[src/rtl/adc_cal_pkg.sv]
package adc_cal_pkg;

   localparam int  WIDE_W  = 64;
   localparam longint PPM_ONE = 1_000_000;

   typedef logic [WIDE_W-1:0]        wide_u_t;
   typedef logic signed [WIDE_W-1:0] wide_s_t;

   typedef enum logic [1:0] {
      CE_IDLE  = 2'd0,
      CE_SCALE = 2'd1,
      CE_BIAS  = 2'd2
   } coef_state_t;

endpackage

[src/rtl/adc_seq_div.sv]
module adc_seq_div #(
   parameter int W = 64
) (
   input  logic         clk,
   input  logic         rst_n,
   input  logic         start,
   input  logic [W-1:0] dividend,
   input  logic [W-1:0] divisor,
   output logic         busy,
   output logic         done,
   output logic [W-1:0] quotient
);
   localparam int CW = $clog2(W + 1);

   logic [W-1:0]  rem_q;
   logic [W-1:0]  quo_q;
   logic [W-1:0]  dvs_q;
   logic [CW-1:0] cnt_q;

   logic [W:0]    rem_sh;
   logic          fits;
   logic [W:0]    rem_nx;

   always_comb begin
      rem_sh = {rem_q, quo_q[W-1]};
      fits   = (rem_sh >= {1'b0, dvs_q});
      rem_nx = fits ? (rem_sh - {1'b0, dvs_q}) : rem_sh;
   end

   always_ff @(posedge clk) begin
      if (!rst_n) begin
         rem_q <= '0;
         quo_q <= '0;
         dvs_q <= '0;
         cnt_q <= '0;
         busy  <= 1'b0;
         done  <= 1'b0;
      end else begin
         done <= 1'b0;
         if (start && !busy) begin
            rem_q <= '0;
            quo_q <= dividend;
            dvs_q <= divisor;
            cnt_q <= CW'(W);
            busy  <= 1'b1;
         end else if (busy) begin
            rem_q <= rem_nx[W-1:0];
            quo_q <= {quo_q[W-2:0], fits};
            cnt_q <= cnt_q - 1'b1;
            if (cnt_q == CW'(1)) begin
               busy <= 1'b0;
               done <= 1'b1;
            end
         end
      end
   end

   assign quotient = quo_q;

endmodule

[src/rtl/adc_coef_engine.sv]
module adc_coef_engine
   import adc_cal_pkg::*;
#(
   parameter int RES_BITS = 10,
   parameter int RAW_W    = 16,
   parameter int SCALE_W  = 32,
   parameter int BIAS_W   = 32
) (
   input  logic                      clk,
   input  logic                      rst_n,
   input  logic                      cal_start,
   input  logic [RAW_W-1:0]          raw_lo,
   input  logic [RAW_W-1:0]          raw_hi,
   output logic                      busy,
   output logic                      done,
   output logic                      err,
   output logic [SCALE_W-1:0]        scale,
   output logic signed [BIAS_W-1:0]  bias
);
   localparam wide_u_t SPAN      = wide_u_t'(1) << (RES_BITS - 1);
   localparam wide_u_t SCALE_NUM = SPAN * wide_u_t'(PPM_ONE);
   localparam wide_s_t NOM_LO    = wide_s_t'(1) <<< (RES_BITS - 2);

   coef_state_t          state_q;
   logic [RES_BITS-1:0]  lo_m, hi_m, lo_q;
   wide_u_t              scale_tmp_q;
   logic                 ordered;

   logic                 div_start, div_busy, div_done;
   wide_u_t              div_num, div_den, div_q;

   assign lo_m    = RES_BITS'(raw_lo);
   assign hi_m    = RES_BITS'(raw_hi);
   assign ordered = (hi_m > lo_m);

   always_comb begin
      div_start = ((state_q == CE_IDLE) && cal_start && ordered) ||
                  ((state_q == CE_SCALE) && div_done);
      if (state_q == CE_IDLE) begin
         div_num = SCALE_NUM;
         div_den = wide_u_t'(hi_m - lo_m);
      end else begin
         div_num = wide_u_t'(lo_q) * div_q;
         div_den = wide_u_t'(PPM_ONE);
      end
   end

   adc_seq_div #(.W(WIDE_W)) u_div (
      .clk      (clk),
      .rst_n    (rst_n),
      .start    (div_start),
      .dividend (div_num),
      .divisor  (div_den),
      .busy     (div_busy),
      .done     (div_done),
      .quotient (div_q)
   );

   always_ff @(posedge clk) begin
      if (!rst_n) begin
         state_q     <= CE_IDLE;
         lo_q        <= '0;
         scale_tmp_q <= '0;
         scale       <= SCALE_W'(PPM_ONE);
         bias        <= '0;
         done        <= 1'b0;
         err         <= 1'b0;
      end else begin
         done <= 1'b0;
         err  <= 1'b0;
         unique case (state_q)
            CE_IDLE: begin
               if (cal_start) begin
                  if (ordered) begin
                     lo_q    <= lo_m;
                     state_q <= CE_SCALE;
                  end else begin
                     done <= 1'b1;
                     err  <= 1'b1;
                  end
               end
            end
            CE_SCALE: begin
               if (div_done) begin
                  scale_tmp_q <= div_q;
                  state_q     <= CE_BIAS;
               end
            end
            CE_BIAS: begin
               if (div_done) begin
                  scale   <= SCALE_W'(scale_tmp_q);
                  bias    <= BIAS_W'(NOM_LO - $signed(div_q));
                  done    <= 1'b1;
                  state_q <= CE_IDLE;
               end
            end
            default: state_q <= CE_IDLE;
         endcase
      end
   end

   assign busy = (state_q != CE_IDLE) || div_busy;

endmodule

[src/rtl/adc_sample_path.sv]
module adc_sample_path
   import adc_cal_pkg::*;
#(
   parameter int RES_BITS    = 10,
   parameter int RAW_W       = 16,
   parameter int SCALE_W     = 32,
   parameter int BIAS_W      = 32,
   parameter bit SPLIT_STAGE = 1'b1
) (
   input  logic                     clk,
   input  logic                     rst_n,
   input  logic                     fire,
   input  logic [RAW_W-1:0]         raw,
   input  logic [SCALE_W-1:0]       scale,
   input  logic signed [BIAS_W-1:0] bias,
   output logic                     out_valid,
   output logic [RES_BITS-1:0]      out_data
);
   localparam wide_s_t MAXV = (wide_s_t'(1) <<< RES_BITS) - wide_s_t'(1);

   logic [RES_BITS-1:0] raw_m;
   logic                v1_q;
   wide_u_t             prod_q;
   logic                v2;
   wide_u_t             quo2;
   wide_s_t             bias_x;
   wide_s_t             sum;

   assign raw_m  = RES_BITS'(raw);
   assign bias_x = {{(WIDE_W - BIAS_W){bias[BIAS_W-1]}}, bias};

   // stage 1: gain multiply
   always_ff @(posedge clk) begin
      if (!rst_n) begin
         v1_q   <= 1'b0;
         prod_q <= '0;
      end else begin
         v1_q   <= fire;
         prod_q <= wide_u_t'(scale) * wide_u_t'(raw_m);
      end
   end

   // stage 2: divide by one million, registered or folded into stage 3
   generate
      if (SPLIT_STAGE) begin : g_split
         logic    v2_q;
         wide_u_t quo_q;
         always_ff @(posedge clk) begin
            if (!rst_n) begin
               v2_q  <= 1'b0;
               quo_q <= '0;
            end else begin
               v2_q  <= v1_q;
               quo_q <= prod_q / wide_u_t'(PPM_ONE);
            end
         end
         assign v2   = v2_q;
         assign quo2 = quo_q;
      end else begin : g_fold
         assign v2   = v1_q;
         assign quo2 = prod_q / wide_u_t'(PPM_ONE);
      end
   endgenerate

   // stage 3: offset and saturation
   assign sum = $signed(quo2) + bias_x;

   always_ff @(posedge clk) begin
      if (!rst_n) begin
         out_valid <= 1'b0;
         out_data  <= '0;
      end else begin
         out_valid <= v2;
         if (sum < 0)
            out_data <= '0;
         else if (sum > MAXV)
            out_data <= MAXV[RES_BITS-1:0];
         else
            out_data <= sum[RES_BITS-1:0];
      end
   end

endmodule

[src/rtl/adc_lin_corrector.sv]
module adc_lin_corrector #(
   parameter int RES_BITS    = 10,
   parameter int RAW_W       = 16,
   parameter int SCALE_W     = 32,
   parameter int BIAS_W      = 32,
   parameter bit SPLIT_STAGE = 1'b1
) (
   input  logic                     clk,
   input  logic                     rst_n,
   input  logic                     cal_start,
   input  logic [RAW_W-1:0]         cal_raw_lo,
   input  logic [RAW_W-1:0]         cal_raw_hi,
   output logic                     cal_busy,
   output logic                     cal_done,
   output logic                     cal_err,
   output logic [SCALE_W-1:0]       coef_scale,
   output logic signed [BIAS_W-1:0] coef_bias,
   input  logic                     in_valid,
   output logic                     in_ready,
   input  logic [RAW_W-1:0]         in_raw,
   output logic                     out_valid,
   output logic [RES_BITS-1:0]      out_data
);
   localparam int LAT = 2 + int'(SPLIT_STAGE);

   generate
      if (RES_BITS < 4 || RES_BITS > 16) begin : g_bad_res
         $error("RES_BITS must lie in 4..16");
      end
      if (RAW_W < RES_BITS) begin : g_bad_raw
         $error("RAW_W must be at least RES_BITS");
      end
      if (SCALE_W < RES_BITS + 20 || SCALE_W > 64) begin : g_bad_scale
         $error("SCALE_W must hold 2^(RES_BITS-1) million and fit 64 bits");
      end
      if (BIAS_W < 2 * RES_BITS + 1 || BIAS_W > 64) begin : g_bad_bias
         $error("BIAS_W must be at least 2*RES_BITS+1 and at most 64");
      end
      if (LAT < 2 || LAT > 3) begin : g_bad_lat
         $error("pipeline latency out of range");
      end
   endgenerate

   logic fire;

   assign in_ready = !cal_busy;
   assign fire     = in_valid && in_ready;

   adc_coef_engine #(
      .RES_BITS (RES_BITS),
      .RAW_W    (RAW_W),
      .SCALE_W  (SCALE_W),
      .BIAS_W   (BIAS_W)
   ) u_coef (
      .clk       (clk),
      .rst_n     (rst_n),
      .cal_start (cal_start),
      .raw_lo    (cal_raw_lo),
      .raw_hi    (cal_raw_hi),
      .busy      (cal_busy),
      .done      (cal_done),
      .err       (cal_err),
      .scale     (coef_scale),
      .bias      (coef_bias)
   );

   adc_sample_path #(
      .RES_BITS    (RES_BITS),
      .RAW_W       (RAW_W),
      .SCALE_W     (SCALE_W),
      .BIAS_W      (BIAS_W),
      .SPLIT_STAGE (SPLIT_STAGE)
   ) u_path (
      .clk       (clk),
      .rst_n     (rst_n),
      .fire      (fire),
      .raw       (in_raw),
      .scale     (coef_scale),
      .bias      (coef_bias),
      .out_valid (out_valid),
      .out_data  (out_data)
   );

endmodule

[config.mk]
export PLATFORM = sky130hd
export DESIGN_NAME = adc_lin_corrector
export DESIGN_NICKNAME = d
export VERILOG_FILES = /design/src/rtl/adc_cal_pkg.sv /design/src/rtl/adc_seq_div.sv /design/src/rtl/adc_coef_engine.sv /design/src/rtl/adc_sample_path.sv /design/src/rtl/adc_lin_corrector.sv
export SDC_FILE = /design/constraint.sdc
export NUM_CORES = 2
export LEC_CHECK = 0
export ABC_AREA = 1
export BUFFER_PORTS_ARGS = -buffer_cell sky130_fd_sc_hd__buf_2
export CAP_MARGIN = 15
export CORE_MARGIN = 2
export CORE_UTILIZATION = 60
export DETAILED_ROUTE_END_ITERATION = 12
export PLACE_DENSITY = 0.81
export REMOVE_ABC_BUFFERS = 1
export SLEW_MARGIN = 20
export SYNTH_ARGS = -nofsm -noshare
export SYNTH_HDL_FRONTEND = slang
export SYNTH_SLANG_ARGS = --single-unit
[constraint.sdc]
create_clock -name clk -period 24.6 [get_ports clk]
set_input_delay 1.23 -clock clk [delete_from_list [all_inputs] [get_ports clk]]
set_output_delay 1.23 -clock clk [all_outputs]
set_load 0.02 [all_outputs]
==> metrics.txt <==
status=completed; commonest cells after routing, fill and taps aside=nand2_1 (2157), inv_1 (1365), fa_1 (695), a21oi_1 (528), nor2_1 (453); Nets=around 9.2k; Crit Path Class=reg -> reg; Tmin final=roughly 22 ns; area leader, netlist=fa_1; Post-DP HPWL=between 100 and 150 mm; Max Cap Violations=0; CP Launch Type=register; crit path max fanout=18; Mean Syn Cell Area=between 6 and 7 um2; fin util=between 60% and 70%; total CTS buffers=45; Synth Instances=~8.3k; max_slew headroom=about 36%; ANT nets after route=0; required time worst endpoint=~25 ns; Synth Warn #=0; First-pass DRT Iterations=7; clk root buf=clkbuf_16; Post-synth EDFFs=0; Fin Clk Skew=slightly below 0.04 ns; initial core utilization=between 60% and 70%; Fillers=approximately 8.4k; post-synth cell types=about 80; CTS clock-pin slew for the worst setup and hold paths=around 0.06 ns; IO Pins=131; Residual DRC=0; CTS tree=done; Post-synth ARST share=0%; Syn-to-layout area delta=4.34%; Worst Setup EP=u_path.g_split.quo_q[0]; Hold Vio Cnt, Final=0; Critical Path Max Stage Delay=approximately 0.41 ns; R2R cell count=about 170; Routed WL per cell=around 16 um; RSZ-0062 raised after global routing=false; initial antenna violation count=6; worst skew pair latency=0.64 ns; vias in the first global route=51.6k; Placer Congestion=0.935; Congestion Overflow GR=0; Synth area leaders=fa_1 (24%), nand2_1 (14%), dfxtp_1 (11%); worst slew pin tran=a little under 1 ns; post-synth top area share=between 20% and 30%; core area=~0.095 mm2; Clock Path Buffers=3; largest net degree at the start of global routing=around 130; slowest CP cell=dfxtp_1; fin. max-slew vios=0; commonest non-fill, non-tap cell in the layout=nand2_1; Setup-failing EPs final=0; Vias=52.3k; layout cell share with drive strength beyond 1=between 10% and 20%; H-tree depth=2; number of DRC markers in iteration 0=3815; CP dominant cell by count=nand2_2; RR Startpoint=u_path.prod_q[41]; Critical Path Source=u_path.prod_q[41]; crit end category=register; GRT Overall Usage=between 30% and 40%; Die Area=0.0988 mm2; clk sink count=between 300 and 400; Final TNS setup=0 ns; site row count=113; met2 Track Usage GR=roughly 50%; fin crit share=90.2%; Top FF cell, synth=dfxtp_1; Vias/cell=~5.5; first-pass GRT wire length=roughly 250 mm; Reg2Reg Capture Point=u_path.g_split.quo_q[0]; Routed WL=around 150 mm; Die Wd=~310 um; register-to-register setup slack=~2.4 ns; busiest grt layer=met2; post-synthesis sequential area ratio=a little under an eighth; Final Hold Slack=roughly 0.4 ns; Netlist Area Pre-Place=roughly 0.058 mm2; fmax=45.1 MHz; Die Y-Extent=between 300 and 400 um; CP Data Arrival Time=between 20 and 25 ns; hold crit path type=reg -> reg; FF+latch count, synth=roughly 330; GRT met3 Usage=~6.0%; diode count=0; PortBufs=about 110; met1 usage=approximately two fifths
-- how the worst min path moves through the flow --
stage / to / cells after the start / startpoint / slack (ns)
floorplan: u_path.g_split.v2_q / 2 / u_path.v1_q / 0.39
global placement: u_path.out_valid / 2 / u_path.g_split.v2_q / 0.40
detailed placement: u_path.g_split.v2_q / 2 / u_path.v1_q / 0.40
CTS: u_path.g_split.v2_q / 2 / u_path.v1_q / 0.41
global route: u_path.g_split.v2_q / 2 / u_path.v1_q / 0.43
finish: u_path.g_split.v2_q / 2 / u_path.v1_q / 0.41
-- timing repair --
item	in CTS	in global routing
resized for setup	0	16
hold buffers	0	0
endpoints found under the setup margin	0	3
hold endpoints to repair	0	0
setup buffers	0	10
-- flip-flops by register name, summed over array words and instances (netlist names), 2 cells and up --
signal / cells
u_path.out_data: 10
u_coef.bias: 32
u_coef.u_div.dvs_q: 12
u_coef.scale_tmp_q: 32
u_coef.state_q: 2
u_coef.u_div.rem_q: 64
u_path.prod_q: 36
u_coef.u_div.quotient: 64
u_coef.u_div.cnt_q: 7
u_coef.lo_q: 10
u_path.g_split.quo_q: 23
u_coef.scale: 32
-- through the flow --
stage / std cells / cell area, um2 / worst slack (ns)
after floorplan: 7998 / 56100 / 4.93
after global placement: 9405 / 58500 / 1.45
after detailed placement: 9405 / 58500 / 0.821
after CTS: 9488 / 60100 / 0.717
after global routing: 9498 / 60300 / 0.0471
final: 9498 / 60300 / 2.42
-- kinds of logic after synthesis --
| family | Yosys count | share of synthesized area [%] |
|---|---|---|
| compound gates | 1087 | 10.4 |
| xor+xnor | 263 | 4.01 |
| fa+ha+maj | 951 | 29.6 |
| buf+inv | 1841 | 12.8 |
| flops | 331 | 11.5 |
| simple gates | 3872 | 31.7 |
-- layer usage --
metal  part of all wire, %  routed length [um]
met2                    47               68900
met4                   3.9                5730
met5                 0.025                  37
met3                   8.0               11700
met1                    41               61000
-- cells in the mapped netlist, drive strengths merged (2+ instances only) --
cell     count
clkinv      28
a22oi        5
o2111ai      4
a211oi       8
xnor2       96
nand3b      24
nor3        51
nand4       72
or2         11
fa         695
o22ai       15
o21ai      358
and2         8
o31ai       11
ha         256
o21a        14
a31oi       19
nand2     2631
clkbuf     291
a32oi        3
a221oi      26
o21bai      18
a21o         9
dfxtp      331
o211ai      35
xor2       167
o41ai        2
bufinv       5
buf         56
inv       1461
o221ai       6
a2111oi      3
or3          2
nand3      513
a21oi      537
a21boi       9
nor4         5
nor2       553
-- worst max-delay path: cells and delay by family, from the launching register on --
kind	cells	cell delay [ns]
AND/OR/NAND/NOR	145	19.22
buffers and inverters	17	1.65
XOR/XNOR	1	0.29
AO/OA/AOI/OAI	3	0.31
flip-flops	1	0.41
-- final cells by class --
cell class / instances / area [um2] / area share (%)
flip-flops and latches: 331 / 6640 / 11.0
clock inverters: 30 / 367 / 0.608
repair buffers: 152 / 876 / 1.45
clock buffers: 53 / 1220 / 2.02
multi-input cells: 6173 / 43900 / 72.8
inverters: 1494 / 5720 / 9.50
well taps: 1265 / 1580 / 2.63
Power is not shown: default switching activity piles up to over one toggle a cycle in this logic, so the estimate is an artifact.
